<file path="src/rtl/wfa_pkg.sv">
package wfa_pkg;
  localparam int unsigned DEF_NUM_FIELDS = 8;
  localparam int unsigned DEF_FIELD_W    = 64;

  // lane masks handled by the carry network are kept narrow
  localparam int unsigned MAX_NUM_FIELDS = 64;
endpackage

</file>
<file path="src/rtl/wfa_field_sum.sv">
module wfa_field_sum #(
  parameter int unsigned NUM_FIELDS = 8,
  parameter int unsigned FIELD_W    = 64,
  localparam int unsigned TOT_W     = NUM_FIELDS * FIELD_W
) (
  input  logic [TOT_W-1:0]      a_i,
  input  logic [TOT_W-1:0]      b_i,
  output logic [TOT_W-1:0]      part_o,
  output logic [NUM_FIELDS-1:0] a_hi_o,
  output logic [NUM_FIELDS-1:0] b_hi_o,
  output logic [NUM_FIELDS-1:0] p_hi_o,
  output logic [NUM_FIELDS-1:0] ones_o
);
  for (genvar k = 0; k < NUM_FIELDS; k++) begin : g_fld
    logic [FIELD_W-1:0] fa, fb, fs;
    assign fa = a_i[k*FIELD_W +: FIELD_W];
    assign fb = b_i[k*FIELD_W +: FIELD_W];
    assign fs = fa + fb;  // carry between fields dropped on purpose
    assign part_o[k*FIELD_W +: FIELD_W] = fs;
    assign a_hi_o[k] = fa[FIELD_W-1];
    assign b_hi_o[k] = fb[FIELD_W-1];
    assign p_hi_o[k] = fs[FIELD_W-1];
    assign ones_o[k] = &fs;
  end
endmodule

</file>
<file path="src/rtl/wfa_carry_net.sv">
module wfa_carry_net #(
  parameter int unsigned NUM_FIELDS = 8,
  localparam int unsigned MW        = NUM_FIELDS + 1
) (
  input  logic [NUM_FIELDS-1:0] a_hi_i,
  input  logic [NUM_FIELDS-1:0] b_hi_i,
  input  logic [NUM_FIELDS-1:0] p_hi_i,
  input  logic [NUM_FIELDS-1:0] ones_i,
  input  logic                  cin_i,
  output logic [NUM_FIELDS-1:0] gen_o,
  output logic [NUM_FIELDS-1:0] inc_o,
  output logic                  cout_o
);
  logic [MW-1:0] marker, pass, seed, spread, reach;

  assign gen_o  = (a_hi_i & b_hi_i) | ((a_hi_i | b_hi_i) & ~p_hi_i);
  // carries land one field up; carry-in lands on field 0
  assign marker = {gen_o, cin_i};
  assign pass   = {1'b0, ones_i};
  // reach every field a marker can move to through all-ones fields
  assign seed   = marker & pass;
  assign spread = seed + pass;
  assign reach  = (spread ^ pass) | marker;

  assign inc_o  = reach[NUM_FIELDS-1:0];
  assign cout_o = reach[NUM_FIELDS];
endmodule

</file>
<file path="src/rtl/wfa_field_inc.sv">
module wfa_field_inc #(
  parameter int unsigned NUM_FIELDS = 8,
  parameter int unsigned FIELD_W    = 64,
  localparam int unsigned TOT_W     = NUM_FIELDS * FIELD_W
) (
  input  logic [TOT_W-1:0]      part_i,
  input  logic [NUM_FIELDS-1:0] inc_i,
  output logic [TOT_W-1:0]      sum_o
);
  for (genvar k = 0; k < NUM_FIELDS; k++) begin : g_inc
    assign sum_o[k*FIELD_W +: FIELD_W] =
      part_i[k*FIELD_W +: FIELD_W] + {{(FIELD_W-1){1'b0}}, inc_i[k]};
  end
endmodule

</file>
<file path="src/rtl/wfa_top.sv">
module wfa_top #(
  parameter int unsigned NUM_FIELDS = wfa_pkg::DEF_NUM_FIELDS,
  parameter int unsigned FIELD_W    = wfa_pkg::DEF_FIELD_W,
  localparam int unsigned TOT_W     = NUM_FIELDS * FIELD_W
) (
  input  logic             clk_i,
  input  logic             rst_ni,
  input  logic [TOT_W-1:0] a_i,
  input  logic [TOT_W-1:0] b_i,
  input  logic             cin_i,
  output logic [TOT_W-1:0] sum_o,
  output logic             cout_o
);
  logic [TOT_W-1:0]      part_sum, next_sum;
  logic [NUM_FIELDS-1:0] a_hi, b_hi, p_hi;
  logic [NUM_FIELDS-1:0] gen_mask, bub_mask, inc_mask;
  logic                  carry_out;

  wfa_field_sum #(.NUM_FIELDS(NUM_FIELDS), .FIELD_W(FIELD_W)) u_sum (
    .a_i(a_i), .b_i(b_i), .part_o(part_sum),
    .a_hi_o(a_hi), .b_hi_o(b_hi), .p_hi_o(p_hi), .ones_o(bub_mask)
  );

  wfa_carry_net #(.NUM_FIELDS(NUM_FIELDS)) u_net (
    .a_hi_i(a_hi), .b_hi_i(b_hi), .p_hi_i(p_hi), .ones_i(bub_mask),
    .cin_i(cin_i), .gen_o(gen_mask), .inc_o(inc_mask), .cout_o(carry_out)
  );

  wfa_field_inc #(.NUM_FIELDS(NUM_FIELDS), .FIELD_W(FIELD_W)) u_inc (
    .part_i(part_sum), .inc_i(inc_mask), .sum_o(next_sum)
  );

  always_ff @(posedge clk_i or negedge rst_ni) begin
    if (!rst_ni) begin
      sum_o  <= '0;
      cout_o <= 1'b0;
    end else begin
      sum_o  <= next_sum;
      cout_o <= carry_out;
    end
  end
endmodule

</file>
<file path="config.mk">
export PLATFORM = sky130hd
export DESIGN_NAME = wfa_top
export DESIGN_NICKNAME = d
export VERILOG_FILES = /design/src/rtl/wfa_pkg.sv /design/src/rtl/wfa_field_sum.sv /design/src/rtl/wfa_carry_net.sv /design/src/rtl/wfa_field_inc.sv /design/src/rtl/wfa_top.sv
export SDC_FILE = /design/constraint.sdc
export NUM_CORES = 2
export LEC_CHECK = 0
export ABC_CLOCK_PERIOD_IN_PS = 800
export BUFFER_PORTS_ARGS = -buffer_cell sky130_fd_sc_hd__buf_2
export CAP_MARGIN = 20
export CORE_AREA = 2 2 599 601
export CTS_CLUSTER_DIAMETER = 200
export DETAILED_ROUTE_END_ITERATION = 6
export DIE_AREA = 0 0 601 603
export GPL_TIMING_DRIVEN = 0
export MAX_ROUTING_LAYER = met4
export PLACE_DENSITY = 0.41
export REMOVE_ABC_BUFFERS = 1
export SLEW_MARGIN = 30
export SYNTH_ARGS = -nofsm -noshare
export SYNTH_HDL_FRONTEND = slang
export SYNTH_HIERARCHICAL = 1
export SYNTH_SLANG_ARGS = --single-unit
</file>
<file path="constraint.sdc">
create_clock -name clk_i -period 0.8 [get_ports clk_i]
set_clock_uncertainty 0.2 [all_clocks]
set_input_delay 0.12 -clock clk_i [delete_from_list [all_inputs] [get_ports clk_i]]
set_output_delay 0.12 -clock clk_i [all_outputs]
set_load 0.02 [all_outputs]
</file>
==> reports/qor.yml <==
sta:
  min_period_over_period_pct: 868
  maxSlewHeadroom_pct: 13.1
  setup_viol: 1268
  clock.fmax_mhz: 144
  whs_ns: -0.984
  finalWorstSetupSlack_ns: -6.14
  maxSlewViolCount: 0
  worst_slew_pin_slew_ns: 1.29
  hold_violations: 525
  rsz0062_at_grt: "true"
  tns_ns: -3060.37
  post-route-min-period_ns: 6.94
worst_setup_path:
  end_kind: "register"
  startpoint_type: "primary input"
  cp.required_ns: 1.25
  critPathArrivalTime_ns: 7.39
  cp_max_fo: 5
  max_stage_delay_ns: 0.55
  cp_slowest_cell: "or4_4"
  critical_path_class: "primary input to register"
floorplan:
  io_pins: 1540
  chipWidth_um: 601
  dieHeight_um: 603
  core_um2: 355000
  rows: 219
  initial_core_util_pct: 15.3
  die-area_um2: 362000
final_layout:
  regArea_um2: 12800
  final_nets: 10000
  finalInstanceArea_um2: 79300
  drive_gt1_share_pct: 32.1
  area_delta_synth_final_pct: 45.8
  multi_input_area_um2: 46100
  fillCellCount: 40000
drt:
  drt_iter0_drc: 4790
  wl_um: 376000
  drc_errors: 0
  vias: 62200
  vias_per_cell: 4.61
  wl_per_cell_um: 27.8
  drtPass1Iterations: 6
  antenna_left: 0
global_route:
  grtUsageMet1_pct: 23.3
  grt_pass1_wl_um: 503000
  top_usage_layer: "met2"
  grt_overflow: 0
  grt_use_met2_pct: 33.7
  use_met3_pct: 3.09
  grt_max_degree: 79
  grt_usage_pct: 20.3
  antenna_found_initial: 180
  grt_pass1_vias: 60400
clocking:
  cts.clk_slew.worst_paths_ns: 0.06
  cts_tree: "done"
  h-tree-depth: 3
  cts_buffer_depth: 4
  cts-root-buf: "clkbuf_16"
  numClockSinks: 513
  cts-buffers-inserted: 81
logic_synthesis:
  syn-cell-area_um2: 54400
  synth_warnings: 6
  avgSynthCellArea_um2: 7.96
  syn-instance-count: 6834
place:
  dp_hpwl_um: 327000
  portBuffers: 1539
  place_worst_setup_slack_ns: -9.59
  postPlaceCellArea_um2: 67300
  gp_congestion: 0.984
power_and_ir_drop:
  total_leakage_power_nw: 34.3
  p_per_area_nw_per_um2: 1950
  peakVddDrop_uv: 1500
hold_path:
  hold_class: "primary input to async pin"
flow_run:
  max_cap_violations: 0
outcome:
  status: "finished with violations"
  failed_checks: "hold timing, setup timing"
## path summary, 6_finish.rpt
path	end	startpoint	slack (ns)
setup / recovery	sum_o[490]$_DFF_PN0_	b_i[256]	-6.14
hold / removal	sum_o[443]$_DFF_PN0_	rst_ni	-0.98
max in group asynchronous	sum_o[86]$_DFF_PN0_	rst_ni	-0.56
min in group clk_i	sum_o[0]$_DFF_PN0_	cin_i	-0.55
## routing by layer
layer,vias up,part of all wire [%]
li1,28500,-
met2,2316,48
met3,574,5.6
met4,0,6.9
met5,-,0
met1,30800,39
## per-stage QoR
step	cells	total power [mW]	utilization (%)
global placement	12800	110	18.8
global route	13500	162	22.3
CTS	13200	154	21.3
floorplan	6557	73.8	-
detailed placement	12900	109	18.9
finish	13500	155	22.3
## worst max-delay path: cells and delay by family
family,cells,cell delay [ns]
adder cells (fa/ha/maj),4,0.76
XOR/XNOR,2,0.35
AND/OR/NAND/NOR,15,3.49
AO/OA/AOI/OAI,6,1.55
buffers and inverters,8,1.04
## state kept, by name, summed over array words and instances, names as in the netlist
register / flops
sum_o: 512
cout_o: 1
## cells in the final DEF, fill, tap and decap left out, drive strengths merged, types with 99 or more instances in the layout
cell / n
o21ai: 355
nor2: 458
and4: 99
inv: 196
xnor2: 585
a21o: 208
buf: 1812
nand2: 661
clkbuf: 107
dfrtp: 513
nor3: 203
diode: 227
xor2: 407
a21oi: 606
ha: 521
and3: 115
nand4: 354
nand3: 324
## what timing repair did
action / 4_1_cts / 5_1_grt
hold endpoints to repair: 698 / 572
endpoints found under the setup margin: 1280 / 1287
pin swaps: 196 / 192
setup buffers: 168 / 93
cloned: 4 / 0
gates resized for setup: 750 / 387
## power by group
part           total, mW  switching (mW)  internal [mW]  leakage (nW)
clock               37.4            15.0           22.5          1.30
combinational       82.4            56.5           25.8          27.0
sequential          35.1            3.25           31.9          5.98
## area by class of cell
cell class / instances / area share (%)
antenna: 227 / 0.717
inverter: 191 / 0.907
clock inverter: 33 / 0.552
sequential: 513 / 16.2
multi-input combinational: 5855 / 58.1
tap: 4751 / 7.50
clock buffer: 107 / 2.81
timing repair buffer: 1812 / 13.2
(Power assumes the default switching activity.)
